## config.mk

```make
export PLATFORM = sky130hd
export DESIGN_NAME = gpio_port_ctl
export DESIGN_NICKNAME = d
export VERILOG_FILES = /design/src/rtl/gpio_port_pkg.sv /design/src/rtl/gpio_in_sync.sv /design/src/rtl/gpio_pin_slice.sv /design/src/rtl/gpio_bus_regs.sv /design/src/rtl/gpio_port_ctl.sv
export SDC_FILE = /design/constraint.sdc
export NUM_CORES = 1
export LEC_CHECK = 0
export BUFFER_PORTS_ARGS = -buffer_cell sky130_fd_sc_hd__buf_2
export CAP_MARGIN = 20
export CORE_MARGIN = 3
export CORE_UTILIZATION = 53
export DETAILED_ROUTE_END_ITERATION = 6
export PLACE_DENSITY = 0.88
export SLEW_MARGIN = 30
export SYNTH_ARGS = -nofsm -noshare
export SYNTH_HDL_FRONTEND = slang
export SYNTH_SLANG_ARGS = --single-unit
export TNS_END_PERCENT = 30
```

## constraint.sdc

```tcl
create_clock -name clk -period 2.8 [get_ports clk]
set_clock_uncertainty 0.1 [all_clocks]
set_input_delay 0.84 -clock clk [delete_from_list [all_inputs] [get_ports clk]]
set_output_delay 0.84 -clock clk [all_outputs]
set_load 0.01 [all_outputs]
```

## src/rtl/gpio_port_pkg.sv

```systemverilog
`timescale 1ns/1ps
package gpio_port_pkg;

  localparam int ADDR_W = 4;

  localparam logic [ADDR_W-1:0] ADR_DATA   = 4'd0;
  localparam logic [ADDR_W-1:0] ADR_PST    = 4'd1;
  localparam logic [ADDR_W-1:0] ADR_MODE0  = 4'd2;
  localparam logic [ADDR_W-1:0] ADR_MODE1  = 4'd3;
  localparam logic [ADDR_W-1:0] ADR_MODE2  = 4'd4;
  localparam logic [ADDR_W-1:0] ADR_SLEW   = 4'd5;
  localparam logic [ADDR_W-1:0] ADR_SRCSEL = 4'd6;
  localparam logic [ADDR_W-1:0] ADR_FOESEL = 4'd7;
  localparam logic [ADDR_W-1:0] ADR_INBLK  = 4'd8;
  localparam logic [ADDR_W-1:0] ADR_INSYNC = 4'd9;
  localparam logic [ADDR_W-1:0] ADR_RETIME = 4'd10;
  localparam logic [ADDR_W-1:0] ADR_CTRL   = 4'd11;
  localparam logic [ADDR_W-1:0] ADR_MASK   = 4'd12;
  localparam logic [ADDR_W-1:0] ADR_INDEX  = 4'd13;
  localparam logic [ADDR_W-1:0] ADR_WINDOW = 4'd14;

  // window field positions
  localparam int WIN_DATA  = 0;
  localparam int WIN_M0    = 1;
  localparam int WIN_M1    = 2;
  localparam int WIN_M2    = 3;
  localparam int WIN_SLEW  = 4;
  localparam int WIN_STATE = 5;

  typedef enum logic [2:0] {
    DM_ANALOG   = 3'd0,
    DM_INPUT    = 3'd1,
    DM_PULLUP   = 3'd2,
    DM_PULLDN   = 3'd3,
    DM_SINK     = 3'd4,
    DM_SOURCE   = 3'd5,
    DM_STRONG   = 3'd6,
    DM_PULLBOTH = 3'd7
  } drive_mode_e;

  typedef enum logic [1:0] {
    RM_ANALOG = 2'd0,
    RM_PULLUP = 2'd1,
    RM_PULLDN = 2'd2,
    RM_INPUT  = 2'd3
  } reset_mode_e;

  typedef struct packed {
    logic oe;
    logic pu;
    logic pd;
    logic ien;
  } pad_ctl_t;

  function automatic pad_ctl_t decode_mode(drive_mode_e m, logic v);
    pad_ctl_t c;
    c = '0;
    c.ien = (m != DM_ANALOG);
    unique case (m)
      DM_ANALOG:   ;
      DM_INPUT:    ;
      DM_PULLUP:   begin c.pu = v;  c.oe = ~v; end
      DM_PULLDN:   begin c.pd = ~v; c.oe = v;  end
      DM_SINK:     c.oe = ~v;
      DM_SOURCE:   c.oe = v;
      DM_STRONG:   c.oe = 1'b1;
      DM_PULLBOTH: begin c.pu = v;  c.pd = ~v; end
      default:     c = '0;
    endcase
    return c;
  endfunction

  function automatic pad_ctl_t reset_ctl(reset_mode_e r);
    pad_ctl_t c;
    c     = '0;
    c.pu  = (r == RM_PULLUP);
    c.pd  = (r == RM_PULLDN);
    c.ien = (r != RM_ANALOG);
    return c;
  endfunction

endpackage

```

## src/rtl/gpio_in_sync.sv

```systemverilog
`timescale 1ns/1ps
module gpio_in_sync #(
  parameter int STAGES = 2
) (
  input  logic clk,
  input  logic rst_n,
  input  logic d,
  input  logic en,
  output logic q
);

  for (genvar g = 0; g < STAGES; g++) begin : g_st
    logic prev;
    logic q_st;
    if (g == 0) begin : g_first
      assign prev = d;
    end else begin : g_next
      assign prev = g_st[g-1].q_st;
    end
    always_ff @(posedge clk or negedge rst_n) begin
      if (!rst_n) q_st <= 1'b0;
      else        q_st <= prev;
    end
  end

  assign q = en ? g_st[STAGES-1].q_st : d;

endmodule

```

## src/rtl/gpio_pin_slice.sv

```systemverilog
`timescale 1ns/1ps
module gpio_pin_slice
  import gpio_port_pkg::*;
#(
  parameter int SYNC_STAGES = 2
) (
  input  logic       clk,
  input  logic       rst_n,
  input  logic [1:0] rst_mode,
  input  logic [2:0] mode,
  input  logic       data,
  input  logic       src_sel,
  input  logic       foe_sel,
  input  logic       in_blk,
  input  logic       in_sync,
  input  logic       retime,
  input  logic       fab_out,
  input  logic       fab_oe,
  input  logic       pad_in,
  output logic       pad_out,
  output logic       pad_oe,
  output logic       pad_pu,
  output logic       pad_pd,
  output logic       pad_ien,
  output logic       fab_in,
  output logic       pin_state,
  output logic       out_src,
  output logic       analog
);

  pad_ctl_t op_ctl;
  pad_ctl_t rs_ctl;
  pad_ctl_t ctl;
  logic     out_q;
  logic     val;
  logic     raw;
  logic     synced;

  assign out_src = src_sel ? fab_out : data;

  always_ff @(posedge clk or negedge rst_n) begin
    if (!rst_n) out_q <= 1'b0;
    else        out_q <= out_src;
  end

  assign val = retime ? out_q : out_src;

  always_comb begin
    op_ctl = decode_mode(drive_mode_e'(mode), val);
    if (foe_sel) op_ctl.oe = fab_oe;
    rs_ctl = reset_ctl(reset_mode_e'(rst_mode));
    ctl    = rst_n ? op_ctl : rs_ctl;
  end

  assign analog  = rst_n ? (mode == DM_ANALOG) : (rst_mode == RM_ANALOG);
  assign pad_out = val;
  assign pad_oe  = ctl.oe;
  assign pad_pu  = ctl.pu;
  assign pad_pd  = ctl.pd;
  assign pad_ien = ctl.ien;

  assign raw = pad_in & ctl.ien;

  gpio_in_sync #(.STAGES(SYNC_STAGES)) u_sync (
    .clk   (clk),
    .rst_n (rst_n),
    .d     (raw),
    .en    (in_sync),
    .q     (synced)
  );

  assign fab_in    = synced & ~in_blk;
  assign pin_state = fab_in & ~analog;

endmodule

```

## src/rtl/gpio_bus_regs.sv

```systemverilog
`timescale 1ns/1ps
module gpio_bus_regs
  import gpio_port_pkg::*;
#(
  parameter int N_PINS = 8,
  parameter int SEL_W  = $clog2(N_PINS)
) (
  input  logic              clk,
  input  logic              rst_n,
  input  logic              we,
  input  logic [ADDR_W-1:0] addr,
  input  logic [N_PINS-1:0] wdata,
  input  logic [N_PINS-1:0] pin_state,
  output logic [N_PINS-1:0] rdata,
  output logic [N_PINS-1:0] data_q,
  output logic [N_PINS-1:0] m0_q,
  output logic [N_PINS-1:0] m1_q,
  output logic [N_PINS-1:0] m2_q,
  output logic [N_PINS-1:0] slew_q,
  output logic [N_PINS-1:0] src_q,
  output logic [N_PINS-1:0] foe_q,
  output logic [N_PINS-1:0] blk_q,
  output logic [N_PINS-1:0] isync_q,
  output logic [N_PINS-1:0] retime_q,
  output logic [N_PINS-1:0] mask_q,
  output logic              thresh_q,
  output logic [SEL_W-1:0]  sel_q
);

  always_ff @(posedge clk or negedge rst_n) begin
    if (!rst_n) begin
      data_q   <= '0;
      m0_q     <= '0;
      m1_q     <= '0;
      m2_q     <= '0;
      slew_q   <= '0;
      src_q    <= '0;
      foe_q    <= '0;
      blk_q    <= '0;
      isync_q  <= '0;
      retime_q <= '0;
      mask_q   <= '0;
      thresh_q <= 1'b0;
      sel_q    <= '0;
    end else if (we) begin
      unique case (addr)
        ADR_DATA:   data_q   <= wdata;
        ADR_MODE0:  m0_q     <= wdata;
        ADR_MODE1:  m1_q     <= wdata;
        ADR_MODE2:  m2_q     <= wdata;
        ADR_SLEW:   slew_q   <= wdata;
        ADR_SRCSEL: src_q    <= wdata;
        ADR_FOESEL: foe_q    <= wdata;
        ADR_INBLK:  blk_q    <= wdata;
        ADR_INSYNC: isync_q  <= wdata;
        ADR_RETIME: retime_q <= wdata;
        ADR_CTRL:   thresh_q <= wdata[0];
        ADR_MASK:   mask_q   <= wdata;
        ADR_INDEX:  sel_q    <= wdata[SEL_W-1:0];
        ADR_WINDOW: begin
          if (mask_q[sel_q]) data_q[sel_q] <= wdata[WIN_DATA];
          m0_q[sel_q]   <= wdata[WIN_M0];
          m1_q[sel_q]   <= wdata[WIN_M1];
          m2_q[sel_q]   <= wdata[WIN_M2];
          slew_q[sel_q] <= wdata[WIN_SLEW];
        end
        default: ;
      endcase
    end
  end

  always_comb begin
    rdata = '0;
    unique case (addr)
      ADR_DATA:   rdata = data_q;
      ADR_PST:    rdata = pin_state;
      ADR_MODE0:  rdata = m0_q;
      ADR_MODE1:  rdata = m1_q;
      ADR_MODE2:  rdata = m2_q;
      ADR_SLEW:   rdata = slew_q;
      ADR_SRCSEL: rdata = src_q;
      ADR_FOESEL: rdata = foe_q;
      ADR_INBLK:  rdata = blk_q;
      ADR_INSYNC: rdata = isync_q;
      ADR_RETIME: rdata = retime_q;
      ADR_CTRL:   rdata[0] = thresh_q;
      ADR_MASK:   rdata = mask_q;
      ADR_INDEX:  rdata[SEL_W-1:0] = sel_q;
      ADR_WINDOW: begin
        rdata[WIN_DATA]  = data_q[sel_q];
        rdata[WIN_M0]    = m0_q[sel_q];
        rdata[WIN_M1]    = m1_q[sel_q];
        rdata[WIN_M2]    = m2_q[sel_q];
        rdata[WIN_SLEW]  = slew_q[sel_q];
        rdata[WIN_STATE] = pin_state[sel_q];
      end
      default:    rdata = '0;
    endcase
  end

endmodule

```

## src/rtl/gpio_port_ctl.sv

```systemverilog
`timescale 1ns/1ps
module gpio_port_ctl
  import gpio_port_pkg::*;
#(
  parameter int N_PINS      = 8,
  parameter int SYNC_STAGES = 2
) (
  input  logic              clk,
  input  logic              rst_n,
  input  logic [1:0]        rst_mode,
  input  logic              bus_we,
  input  logic [ADDR_W-1:0] bus_addr,
  input  logic [N_PINS-1:0] bus_wdata,
  output logic [N_PINS-1:0] bus_rdata,
  input  logic [N_PINS-1:0] pad_in,
  output logic [N_PINS-1:0] pad_out,
  output logic [N_PINS-1:0] pad_oe,
  output logic [N_PINS-1:0] pad_pu,
  output logic [N_PINS-1:0] pad_pd,
  output logic [N_PINS-1:0] pad_ien,
  output logic [N_PINS-1:0] pad_slew,
  output logic              pad_thresh,
  input  logic [N_PINS-1:0] fab_out,
  input  logic [N_PINS-1:0] fab_oe,
  output logic [N_PINS-1:0] fab_in
);

  localparam int SEL_W = $clog2(N_PINS);

  logic [N_PINS-1:0] data_q, m0_q, m1_q, m2_q, slew_q;
  logic [N_PINS-1:0] src_q, foe_q, blk_q, isync_q, retime_q, mask_q;
  logic              thresh_q;
  logic [SEL_W-1:0]  sel_q;
  logic [N_PINS-1:0] pin_state;
  logic [N_PINS-1:0] out_src;
  logic [N_PINS-1:0] analog_mask;

  gpio_bus_regs #(.N_PINS(N_PINS), .SEL_W(SEL_W)) u_regs (
    .clk       (clk),
    .rst_n     (rst_n),
    .we        (bus_we),
    .addr      (bus_addr),
    .wdata     (bus_wdata),
    .pin_state (pin_state),
    .rdata     (bus_rdata),
    .data_q    (data_q),
    .m0_q      (m0_q),
    .m1_q      (m1_q),
    .m2_q      (m2_q),
    .slew_q    (slew_q),
    .src_q     (src_q),
    .foe_q     (foe_q),
    .blk_q     (blk_q),
    .isync_q   (isync_q),
    .retime_q  (retime_q),
    .mask_q    (mask_q),
    .thresh_q  (thresh_q),
    .sel_q     (sel_q)
  );

  for (genvar i = 0; i < N_PINS; i++) begin : g_pin
    gpio_pin_slice #(.SYNC_STAGES(SYNC_STAGES)) u_slice (
      .clk       (clk),
      .rst_n     (rst_n),
      .rst_mode  (rst_mode),
      .mode      ({m2_q[i], m1_q[i], m0_q[i]}),
      .data      (data_q[i]),
      .src_sel   (src_q[i]),
      .foe_sel   (foe_q[i]),
      .in_blk    (blk_q[i]),
      .in_sync   (isync_q[i]),
      .retime    (retime_q[i]),
      .fab_out   (fab_out[i]),
      .fab_oe    (fab_oe[i]),
      .pad_in    (pad_in[i]),
      .pad_out   (pad_out[i]),
      .pad_oe    (pad_oe[i]),
      .pad_pu    (pad_pu[i]),
      .pad_pd    (pad_pd[i]),
      .pad_ien   (pad_ien[i]),
      .fab_in    (fab_in[i]),
      .pin_state (pin_state[i]),
      .out_src   (out_src[i]),
      .analog    (analog_mask[i])
    );
  end

  assign pad_slew   = slew_q;
  assign pad_thresh = thresh_q;

endmodule

```

==> results of run 1 <==
-- per-layer routing --
layer / vias to the layer above / wire [um] / track usage (%)
li1: 3458 / - / -
met1: 4094 / 12500 / 52.7
met2: 710 / 15600 / 64.2
met3: 186 / 4160 / 9.98
met4: 0 / 2170 / 20.7
met5: - / 0 / 0
-- worst max-delay path: stages (launching register included) --
cell	delay [ps]
dfrtp_2	470
buf_4	180
nor2b_1	170
buf_4	150
a221oi_1	340
o21ai_1	130
a21oi_1	180
nand3_1	110
buf_2	160
-- what timing repair did --
| action | CTS | global route |
|---|---|---|
| pin swaps | 25 | 22 |
| gates cloned | 3 | 0 |
| endpoints found under the setup margin | 50 | 45 |
| buffers inserted | 20 | 10 |
| resized for setup | 114 | 69 |
-- worst paths after layout --
kind                                                           startpoint                                              to  slack (ps)  depth (start not counted)
setup / recovery                              u_regs.sel_q[2]$_DFFE_PN0P_                                    bus_rdata[3]        -460                          8
hold / removal                                                      rst_n                      u_regs.m1_q[7]$_DFFE_PN0P_         250                          2
setup reg to reg                              u_regs.sel_q[2]$_DFFE_PN0P_                    u_regs.data_q[6]$_DFFE_PN0P_         410                          7
hold reg to reg            g_pin[0].u_slice.u_sync.g_st[0].q_st$_DFF_PN0_  g_pin[0].u_slice.u_sync.g_st[1].q_st$_DFF_PN0_         250                          0
max in group asynchronous                                           rst_n                     u_regs.sel_q[0]$_DFFE_PN0P_        1610                          3
min in group clk           g_pin[0].u_slice.u_sync.g_st[0].q_st$_DFF_PN0_  g_pin[0].u_slice.u_sync.g_st[1].q_st$_DFF_PN0_         250                          0
-- cell usage in the layout, fill, tap and decap left out, types with 8 or more instances in the layout --
master	count
a22oi_1	13
and3_1	9
inv_1	18
buf_6	32
buf_12	10
mux2i_1	14
nand2_1	45
and2_4	9
buf_2	92
nor2_4	8
dfrtp_2	8
mux2_2	66
buf_4	178
o21ai_0	18
a21oi_1	56
a2bb2oi_1	17
dfrtp_1	108
nor2_1	34
nand2b_1	19
a41o_1	8
nor2b_1	8
o22ai_1	37
clkbuf_16	17
nand3_1	18
-- registers in the layout, summed over array words and instances, names as in the netlist --
register / flops
g_pin.u_slice.u_sync.g_st.q_st: 16
u_regs.sel_q: 3
u_regs.m2_q: 8
u_regs.thresh_q: 1
g_pin.u_slice.out_q: 8
u_regs.m0_q: 8
u_regs.blk_q: 8
u_regs.m1_q: 8
u_regs.mask_q: 8
u_regs.data_q: 8
u_regs.slew_q: 8
u_regs.isync_q: 8
u_regs.foe_q: 8
u_regs.retime_q: 8
u_regs.src_q: 8
-- power by group --
| part | switching (mW) | internal [mW] | leakage, nW |
|---|---|---|---|
| Sequential | 0.613 | 2.11 | 1.37 |
| Combinational | 1.92 | 1.87 | 3.34 |
| Clock | 0.807 | 1.45 | 0.291 |
| Total | 3.34 | 5.43 | 5.00 |
-- cells by family (layout without fill, tap and decap cells) --
family | after synthesis | after routing
XOR/XNOR | 13 | 13
flip-flops | 116 | 116
AO/OA/AOI/OAI | 240 | 240
AND/OR/NAND/NOR | 212 | 212
buffers and inverters | 147 | 371
multiplexers | 100 | 100
-- layout make-up --
cell class / count / area, um2
multi-input cells: 565 / 4700
fillers: 877 / 3040
flip-flops and latches: 116 / 2910
repair buffers: 320 / 2540
clock buffers: 21 / 470
well taps: 180 / 225
clock inverters: 9 / 129
inverters: 21 / 86.3
-- metrics by stage --
step | TNS, ps | utilization, % | hold slack, ps | worst slack, ps
6_report | -10250 | 78.5 | 246 | -456
4_1_cts | -9110 | 75.9 | 236 | -517
3_3_place_gp | -18190 | 66.4 | 233 | -792
2_1_floorplan | -282 | - | 231 | -52.9
3_5_place_dp | -16310 | 66.4 | 242 | -806
5_1_grt | -12100 | 78.5 | 235 | -509
==> metrics.md, run 1 <==
| Metric | Value |
|---|---|
| Area growth, synth to finish | `42.7%` |
| DRT Pass-1 Iters | `6` |
| Hold_buf cts | `0` |
| Max clock buf depth | `2` |
| Pin count of the biggest net entering global routing | `48` |
| Post-Synth Simple-Gate Area | `14.8%` |
| I/O Pins | `106` |
| Final period util | `116%` |
| Synth Area in Compound Gates | `21.0%` |
| Post-Synth XOR/XNOR Area | `1.47%` |
| Minimum clock period | `3260 ps` |
| Skew-Pair Late Insertion Delay | `430 ps` |
| Unrepaired setup endpoints after global routing | `true` |
| FMAX | `307 MHz` |
| Required @ worst endpoint | `1860 ps` |
| Post-synth EDFFs | `0` |
| DP HPWL | `22900 um` |
| Post-synth top area share | `37.4%` |
| Hold Fails Final Rpt | `0` |
| Final setup fails | `46` |
| Aggregate routed wire length | `34400 um` |
| Placed insts | `1172` |
| CTS buffer count | `17` |
| Vias | `8448` |
| Synthesized instance count | `828` |
| Placed Area | `9360 um2` |
| Nets | `1082` |
| Ratio of cells with drive above 1 in the final layout | `50.8%` |
| Mean Syn Cell Area | `9.36 um2` |
| Arrival time at the worst endpoint | `2320 ps` |
| Post-Synth Adder-Cell Area | `0%` |
| Overall die width | `127 um` |
| Site Rows | `43` |
| Syn nets | `869` |
| GP Congestion | `1.02` |
| Routed Antenna Nets | `0` |
| GRT Overall Usage | `40.9%` |
| Slew HR | `64.0%` |
| Antenna fix cells | `0` |
| DRC viols | `0` |
| Total power per unit cell area | `793 nW/um2` |
| FF+latch count, synth | `116` |
| Max-cap violations | `0` |
| Via density | `6.86` |
| First-pass GRT wire length | `49100 um` |
| Core area | `14100 um2` |
| Design Power | `8.77 mW` |
| Yosys warning count | `0` |
| CTS H-tree lvls | `4` |
| Outcome | `finished, violations left` |
| Initial Util | `55.0%` |
| Final worst slack | `-456 ps` |
| Final std cells w/o fill | `1232` |
| CP Capture Type | `output pin` |
| Worst min path class | `primary input to async pin` |
| Worst Setup Path Type | `flop to output pin` |
| Failing checks | `negative setup slack` |
| TritonCTS clock tree | `built` |
| Most frequent cell after synthesis | `dfrtp_1` |
| Leakage power | `5.00 nW` |
| Die H | `127 um` |
| Worst-path clk slew | `50 ps` |
| Fin area | `11100 um2` |
| Post-synth ARST share | `100%` |
| Post-synth top area cell | `dfrtp_1` |
| Crit-path max FO | `5` |
| Initial antenna violation count | `0` |
| Unique masters post-synth | `64` |
| Wire per inst | `28.0 um` |
| Synthesized cell area | `7750 um2` |
| GRT overflow | `0` |
| Drt initial violations | `1418` |
| Top cells by count, synth | `dfrtp_1, mux2_2, a21oi_1` |
| Slew Limit Fails | `0` |
| Synth Flop Type | `dfrtp_1` |
| Worst Max-Slew Pin Slew | `540 ps` |
| Clock Sinks | `116` |
| Port-buffer cells | `105` |
| Vias in the first global route | `8076` |
| Die area | `16100 um2` |
| Area contributors post-synth | `dfrtp_1, mux2_2, buf_4` |
| Startpoint Class | `flop` |
| Sequential cell area fraction in the yosys report | `37.4%` |
| Mux contribution to synthesized area | `15.0%` |
| Combinational family with the most area after synthesis | `compound AO/OA/AOI/OAI gates` |
| Root Buffer | `clkbuf_16` |
| Peak supply drop | `739 uV` |
Note: power is estimated with default switching activity, not from simulation.
==> inputs of run 2 (changes only) <==
--- a/config.mk
+++ b/config.mk
@@ -8,7 +8,7 @@
 export BUFFER_PORTS_ARGS = -buffer_cell sky130_fd_sc_hd__buf_2
 export CAP_MARGIN = 20
 export CORE_MARGIN = 3
-export CORE_UTILIZATION = 53
+export CORE_UTILIZATION = 55
 export DETAILED_ROUTE_END_ITERATION = 6
 export PLACE_DENSITY = 0.88
 export SLEW_MARGIN = 30
==> constraint.sdc (replaced) <==
create_clock -name clk -period 4.13 [get_ports clk]
set_clock_uncertainty 0.1 [all_clocks]
set_input_delay 1.239 -clock clk [delete_from_list [all_inputs] [get_ports clk]]
set_output_delay 1.239 -clock clk [all_outputs]
set_load 0.01 [all_outputs]
==> run 2 against run 1 <==
Effect of this change:
- the run still ends with negative setup slack left
- utilization fell by 11 points
- hold slack improved by 4.8 ps
- via count fell by 11%
- total power fell by 44%
- non-clock buffer count fell by 134
- sequential cell count did not move
- critical path depth rose by 1
- sequential power fell by 30%
- sequential share of layout area rose by 5.7 points
- combinational power fell by 55%
- critical endpoint is now bus_rdata[5]
==> metrics.md, run 2 (synthesized netlist as in run 1, its figures left out) <==
| Metric | Value |
|---|---|
| Critical Path Max Stage Delay | `310 ps (-160 ps)` |
| DRT Pass-1 Iters | `5 (-1)` |
| Worst Max-Slew Pin Slew | `836 ps (+297 ps)` |
| Failing checks | `negative setup slack` |
| Placed Area | `8440 um2 (-9.8%)` |
| Most common cell after layout, fill and taps aside | `dfrtp_1` |
| Slew Limit Fails | `0 (unchanged)` |
| Root Buffer | `clkbuf_16` |
| Drt initial violations | `1256 (-11%)` |
| Antenna fix cells | `0 (unchanged)` |
| Clock Sinks | `116 (unchanged)` |
| Final core utilization | `67.2% (-11 points)` |
| Vias | `7511 (-11%)` |
| Skew-Pair Late Insertion Delay | `430 ps (about the same)` |
| Max clock buf depth | `2 (unchanged)` |
| Core area | `13500 um2 (-4.2%)` |
| CTS buffer count | `17 (unchanged)` |
| Die H | `125 um (-1.7%)` |
| Initial Util | `57.4% (+2.4 points)` |
| Port-buffer cells | `105 (unchanged)` |
| Post-CTS Setup Inserts | `0 (-100%)` |
| CP Capture Type | `output pin` |
| Peak supply drop | `333 uV (-55%)` |
| Outcome | `finished, violations left` |
| Vias in the first global route | `7342 (-9.1%)` |
| Fin area | `9070 um2 (-18%)` |
| Die area | `15600 um2 (-3.5%)` |
| Slew HR | `44.2% (-20 points)` |
| Top delay family on crit path | `compound AO/OA/AOI/OAI gates` |
| Final period util | `101%` |
| Hold Fails Final Rpt | `0 (unchanged)` |
| Via density | `6.85 (about the same)` |
| GP Congestion | `1.07 (+4.3%)` |
| Unrepaired setup endpoints after global routing | `true` |
| Register name with the most flops | `g_pin.u_slice.u_sync.g_st.q_st` |
| Leakage power | `4.03 nW (-19%)` |
| Pin count of the biggest net entering global routing | `49 (+2.1%)` |
| DRC viols | `0 (unchanged)` |
| Aggregate routed wire length | `27800 um (-19%)` |
| Site Rows | `42 (-2.3%)` |
| DP HPWL | `20100 um (-12%)` |
| Hold_buf cts | `0 (unchanged)` |
| FMAX | `239 MHz` |
| Area growth, synth to finish | `17.1%` |
| Nets | `948 (-12%)` |
| Worst Setup Path Type | `primary input to output pin` |
| Cells along the critical path | `buf_6 -> nor3_4 -> buf_12 -> buf_4 -> o41ai_1 -> a21oi_1 -> nor3_1 -> a211o_1 -> buf_2` |
| Overall die width | `125 um (-1.7%)` |
| Most frequent cells in the layout | `dfrtp_1, buf_2, buf_4` |
| Arrival time at the worst endpoint | `2850 ps (+530 ps)` |
| First-pass GRT wire length | `42700 um (-13%)` |
| Final setup fails | `1 (-98%)` |
| Setup TNS | `-56.2 ps (+10190 ps)` |
| CTS H-tree lvls | `4 (unchanged)` |
| Fillers | `1037 (+18%)` |
| Worst min path class | `flop to flop` |
| Final worst slack | `-56.2 ps (+400 ps)` |
| TritonCTS clock tree | `built` |
| GRT overflow | `0 (unchanged)` |
| Largest register FFs | `16 (unchanged)` |
| Ratio of cells with drive above 1 in the final layout | `34.3% (-16 points)` |
| Initial antenna violation count | `0 (unchanged)` |
| Startpoint Class | `primary input` |
| Slowest-stage cell, CP | `a211o_1` |
| GRT Overall Usage | `35.5% (-5.4 points)` |
| Minimum clock period | `4190 ps` |
| Critical path buffers and inverters | `4 (+1)` |
| Worst-path clk slew | `50 ps (about the same)` |
| Max-cap violations | `0 (unchanged)` |
| Wire per inst | `25.4 um (-9.2%)` |
| Required @ worst endpoint | `2790 ps (+930 ps)` |
| Total power per unit cell area | `545 nW/um2 (-31%)` |
| Crit-path max FO | `12 (+7)` |
| Routed Antenna Nets | `0 (unchanged)` |
| I/O Pins | `106 (unchanged)` |
## run 2: through the flow
stage	instances	hold WS, ps	setup WS (ps)	power [mW]
after floorplan	828	231	308	2.92
after global placement	1064	233	-49.8	3.48
after detailed placement	1064	236	-136	3.51
after CTS	1096	249	7.27	4.89
after global routing	1096	251	-75.0	5.15
final	1096	251	-56.2	4.94
## run 2: path summary, 6_finish.rpt
check,from,to,slack (ps),cells after the start
setup / recovery,rst_n,bus_rdata[5],-60,9
hold / removal,g_pin[3].u_slice.u_sync.g_st[0].q_st$_DFF_PN0_,g_pin[3].u_slice.u_sync.g_st[1].q_st$_DFF_PN0_,250,0
setup reg to reg,u_regs.sel_q[2]$_DFFE_PN0P_,u_regs.data_q[7]$_DFFE_PN0P_,1140,6
hold reg to reg,g_pin[3].u_slice.u_sync.g_st[0].q_st$_DFF_PN0_,g_pin[3].u_slice.u_sync.g_st[1].q_st$_DFF_PN0_,250,0
max in group asynchronous,rst_n,u_regs.src_q[2]$_DFFE_PN0P_,2510,3
min in group asynchronous,rst_n,g_pin[5].u_slice.u_sync.g_st[0].q_st$_DFF_PN0_,530,1
## run 2: report_power, final
| group | switching [mW] | internal (mW) | total [mW] |
|---|---|---|---|
| Sequential | 0.481 | 1.42 | 1.90 |
| Combinational | 0.870 | 0.820 | 1.69 |
| Clock | 0.521 | 0.832 | 1.35 |
## run 2: final cells by class
type / count / area (um2) / share of cell area [%]
multi-input cells: 565 / 4140 / 45.7
flip-flops and latches: 116 / 2900 / 32.0
repair buffers: 186 / 1190 / 13.2
clock buffers: 21 / 450 / 4.96
well taps: 176 / 220 / 2.43
clock inverters: 11 / 86.3 / 0.951
inverters: 21 / 78.8 / 0.869
## run 2: routing by layer
layer,up-vias,part of all wire (%),GRT usage (%)
met5,-,0,0
met4,0,5.9,18.6
met3,130,11,8.58
met2,598,45,55.1
met1,3594,38,46.0
li1,3189,-,-
## run 2: what timing repair did
| item | CTS | global route |
|---|---|---|
| pin swaps | 1 | 1 |
| gates resized for setup | 8 | 13 |
| cloned | 0 | 0 |
| endpoints found under the setup margin | 1 | 14 |
==> inputs of run 3 (changes only) <==
==> constraint.sdc (replaced) <==
create_clock -name clk -period 4.25 [get_ports clk]
set_clock_uncertainty 0.1 [all_clocks]
set_input_delay 1.275 -clock clk [delete_from_list [all_inputs] [get_ports clk]]
set_output_delay 1.275 -clock clk [all_outputs]
set_load 0.01 [all_outputs]
==> run 3 against run 2 <==
Effect of this change:
- the flow still finishes with violations (negative setup slack)
- global-route usage rose by 0.81 points
- count of clock-buffer cells in the layout fell by 2
- first-iteration DRC count fell by 2.3%
- sequential share of layout area rose by 0.16 points
- total power fell by 1.4%
- routed wire length rose by 4.3%
- critical path depth fell by 1
- design area fell by 0.48%
- die area did not move
- register-to-register slack improved by 170 ps
- utilization fell by 0.32 points
- largest power group unchanged
- highest routed layer unchanged
==> metrics.md, run 3 (synthesized netlist as in run 1, its figures left out) <==
| Metric | Value |
|---|---|
| Hold_buf cts | `0 (unchanged)` |
| Clock Sinks | `116 (unchanged)` |
| Met3 Use GR | `8.70% (+0.13 points)` |
| Outcome | `finished, violations left` |
| Required @ worst endpoint | `2870 ps (+80 ps)` |
| Antenna fix cells | `0 (unchanged)` |
| Routed Antenna Nets | `0 (unchanged)` |
| TritonCTS clock tree | `built` |
| Hold Fails Final Rpt | `0 (unchanged)` |
| Worst min path class | `flop to flop` |
| Final period util | `100%` |
| Pin count of the biggest net entering global routing | `49 (unchanged)` |
| Worst Setup Path Type | `primary input to output pin` |
| Skew-Pair Late Insertion Delay | `440 ps (about the same)` |
| Slew HR | `45.8% (+1.6 points)` |
| Peak supply drop | `379 uV (+14%)` |
| Max-cap violations | `0 (unchanged)` |
| Root Buffer | `clkbuf_16` |
| Gr busiest metal | `met2` |
| Initial antenna violation count | `0 (unchanged)` |
| Core area | `13500 um2 (unchanged)` |
| CTS buffer count | `17 (unchanged)` |
| Failing checks | `negative setup slack` |
| Critical R2R Launch | `u_regs.sel_q[2]$_DFFE_PN0P_` |
| DRC viols | `0 (unchanged)` |
| DRT Pass-1 Iters | `6 (+1)` |
| Dpl ws | `1.01 ps (+137 ps)` |
| FF+latch area | `2900 um2 (unchanged)` |
| GRT met2 Usage | `55.1% (unchanged)` |
| Aggregate routed wire length | `29000 um (+4.3%)` |
| Slew Limit Fails | `0 (unchanged)` |
| Wire per inst | `26.7 um (+5.2%)` |
| Fin area | `9030 um2 (-0.48%)` |
| Area growth, synth to finish | `16.5%` |
| Most common cell after layout, fill and taps aside | `dfrtp_1` |
| Max clock buf depth | `2 (unchanged)` |
| Arrival time at the worst endpoint | `2880 ps (+30 ps)` |
| Site Rows | `42 (unchanged)` |
| WHS Endpoint | `g_pin[0].u_slice.u_sync.g_st[1].q_st$_DFF_PN0_` |
| Placed Area | `8350 um2 (-1.1%)` |
| Final core utilization | `66.9% (-0.32 points)` |
| Die H | `125 um (unchanged)` |
| Largest register FFs | `16 (unchanged)` |
| GP Congestion | `1.08 (+1.6%)` |
| Die area | `15600 um2 (unchanged)` |
| R2R depth | `7 (+1)` |
| Fillers | `1074 (+3.6%)` |
| FF-to-FF End | `u_regs.data_q[0]$_DFFE_PN0P_` |
| DP HPWL | `20200 um (+0.40%)` |
| CP Capture Type | `output pin` |
| Vias in the first global route | `7421 (+1.1%)` |
| Ratio of cells with drive above 1 in the final layout | `34.1% (-0.21 points)` |
| Leakage power | `3.98 nW (-1.1%)` |
| Worst Hold Depth | `0 (unchanged)` |
| CTS H-tree lvls | `4 (unchanged)` |
| Most frequent cells in the layout | `dfrtp_1, buf_2, mux2_2` |
| First-pass GRT wire length | `43700 um (+2.5%)` |
| Overall die width | `125 um (unchanged)` |
| GRT Overall Usage | `36.3% (+0.81 points)` |
| Multi-input logic area | `4160 um2 (+0.39%)` |
| R2r setup slk | `1310 ps (+170 ps)` |
| Vias | `7640 (+1.7%)` |
| GRT overflow | `0 (unchanged)` |
| Startpoint Class | `primary input` |
| Met1 usage | `46.4% (+0.40 points)` |
| Drt initial violations | `1227 (-2.3%)` |
| Initial Util | `57.4% (unchanged)` |
| FMAX | `235 MHz` |
| Worst-path clk slew | `50 ps (about the same)` |
| Total power per unit cell area | `540 nW/um2 (-0.94%)` |
| Final setup fails | `1 (unchanged)` |
| Port-buffer cells | `105 (unchanged)` |
| Nets | `939 (-0.95%)` |
| Worst Max-Slew Pin Slew | `813 ps (-23.5 ps)` |
| Register name with the most flops | `g_pin.u_slice.u_sync.g_st.q_st` |
| Via density | `7.03 (+2.6%)` |
| I/O Pins | `106 (unchanged)` |
| Design Power | `4.87 mW (-1.4%)` |
| Hold wc startpoint | `g_pin[0].u_slice.u_sync.g_st[0].q_st$_DFF_PN0_` |
| Minimum clock period | `4260 ps` |
| Crit-path max FO | `26 (+14)` |
| Worst slack on hold paths | `245 ps (-5.54 ps)` |
| Final worst slack | `-6.13 ps (+50.0 ps)` |
## run 3: worst max-delay path by stage
stage,endpoint,slack [ps],start
after CTS,bus_rdata[5],3,rst_n
after floorplan,bus_rdata[4],360,bus_addr[0]
final,bus_rdata[2],-6,bus_addr[0]
after global routing,bus_rdata[7],-20,rst_n
after detailed placement,bus_rdata[5],1,rst_n
after global placement,bus_rdata[5],40,rst_n
## run 3: through the flow
step	instances	TNS (ps)
final	1087	-6.13
after global routing	1087	-38.3
after CTS	1084	0
after detailed placement	1052	0
after global placement	1052	0
after floorplan	828	0
## run 3: report_power, final
group	internal [mW]	total, mW	switching, mW
registers	1.38	1.87	0.488
logic	0.782	1.64	0.862
clock network	0.812	1.36	0.551
## run 3: repair_timing
item / CTS / global route
buffers inserted: 0 / 2
pin swaps: 0 / 2
resized for setup: 3 / 21
endpoints found under the setup margin: 2 / 3
endpoints found under the hold margin: 0 / 0
cloned: 0 / 1
## run 3: area by class of cell
class / count / share of cell area [%]
repair buffers: 177 / 12.4
clock inverters: 13 / 1.22
multi-input cells: 565 / 46.1
clock buffers: 19 / 4.90
well taps: 176 / 2.44
flip-flops and latches: 116 / 32.1
inverters: 21 / 0.873
## run 3: metal layers
metal	vias up	wire, um
met5	-	0
met4	0	2060
met3	160	3220
met2	651	13000
met1	3659	10800
li1	3170	-
## run 3: critical path, stage by stage
cell,delay (ps)
buf_2,200
buf_12,210
mux2_2,350
a22oi_1,200
o32ai_1,140
a21oi_1,160
o211ai_1,170
buf_2,180
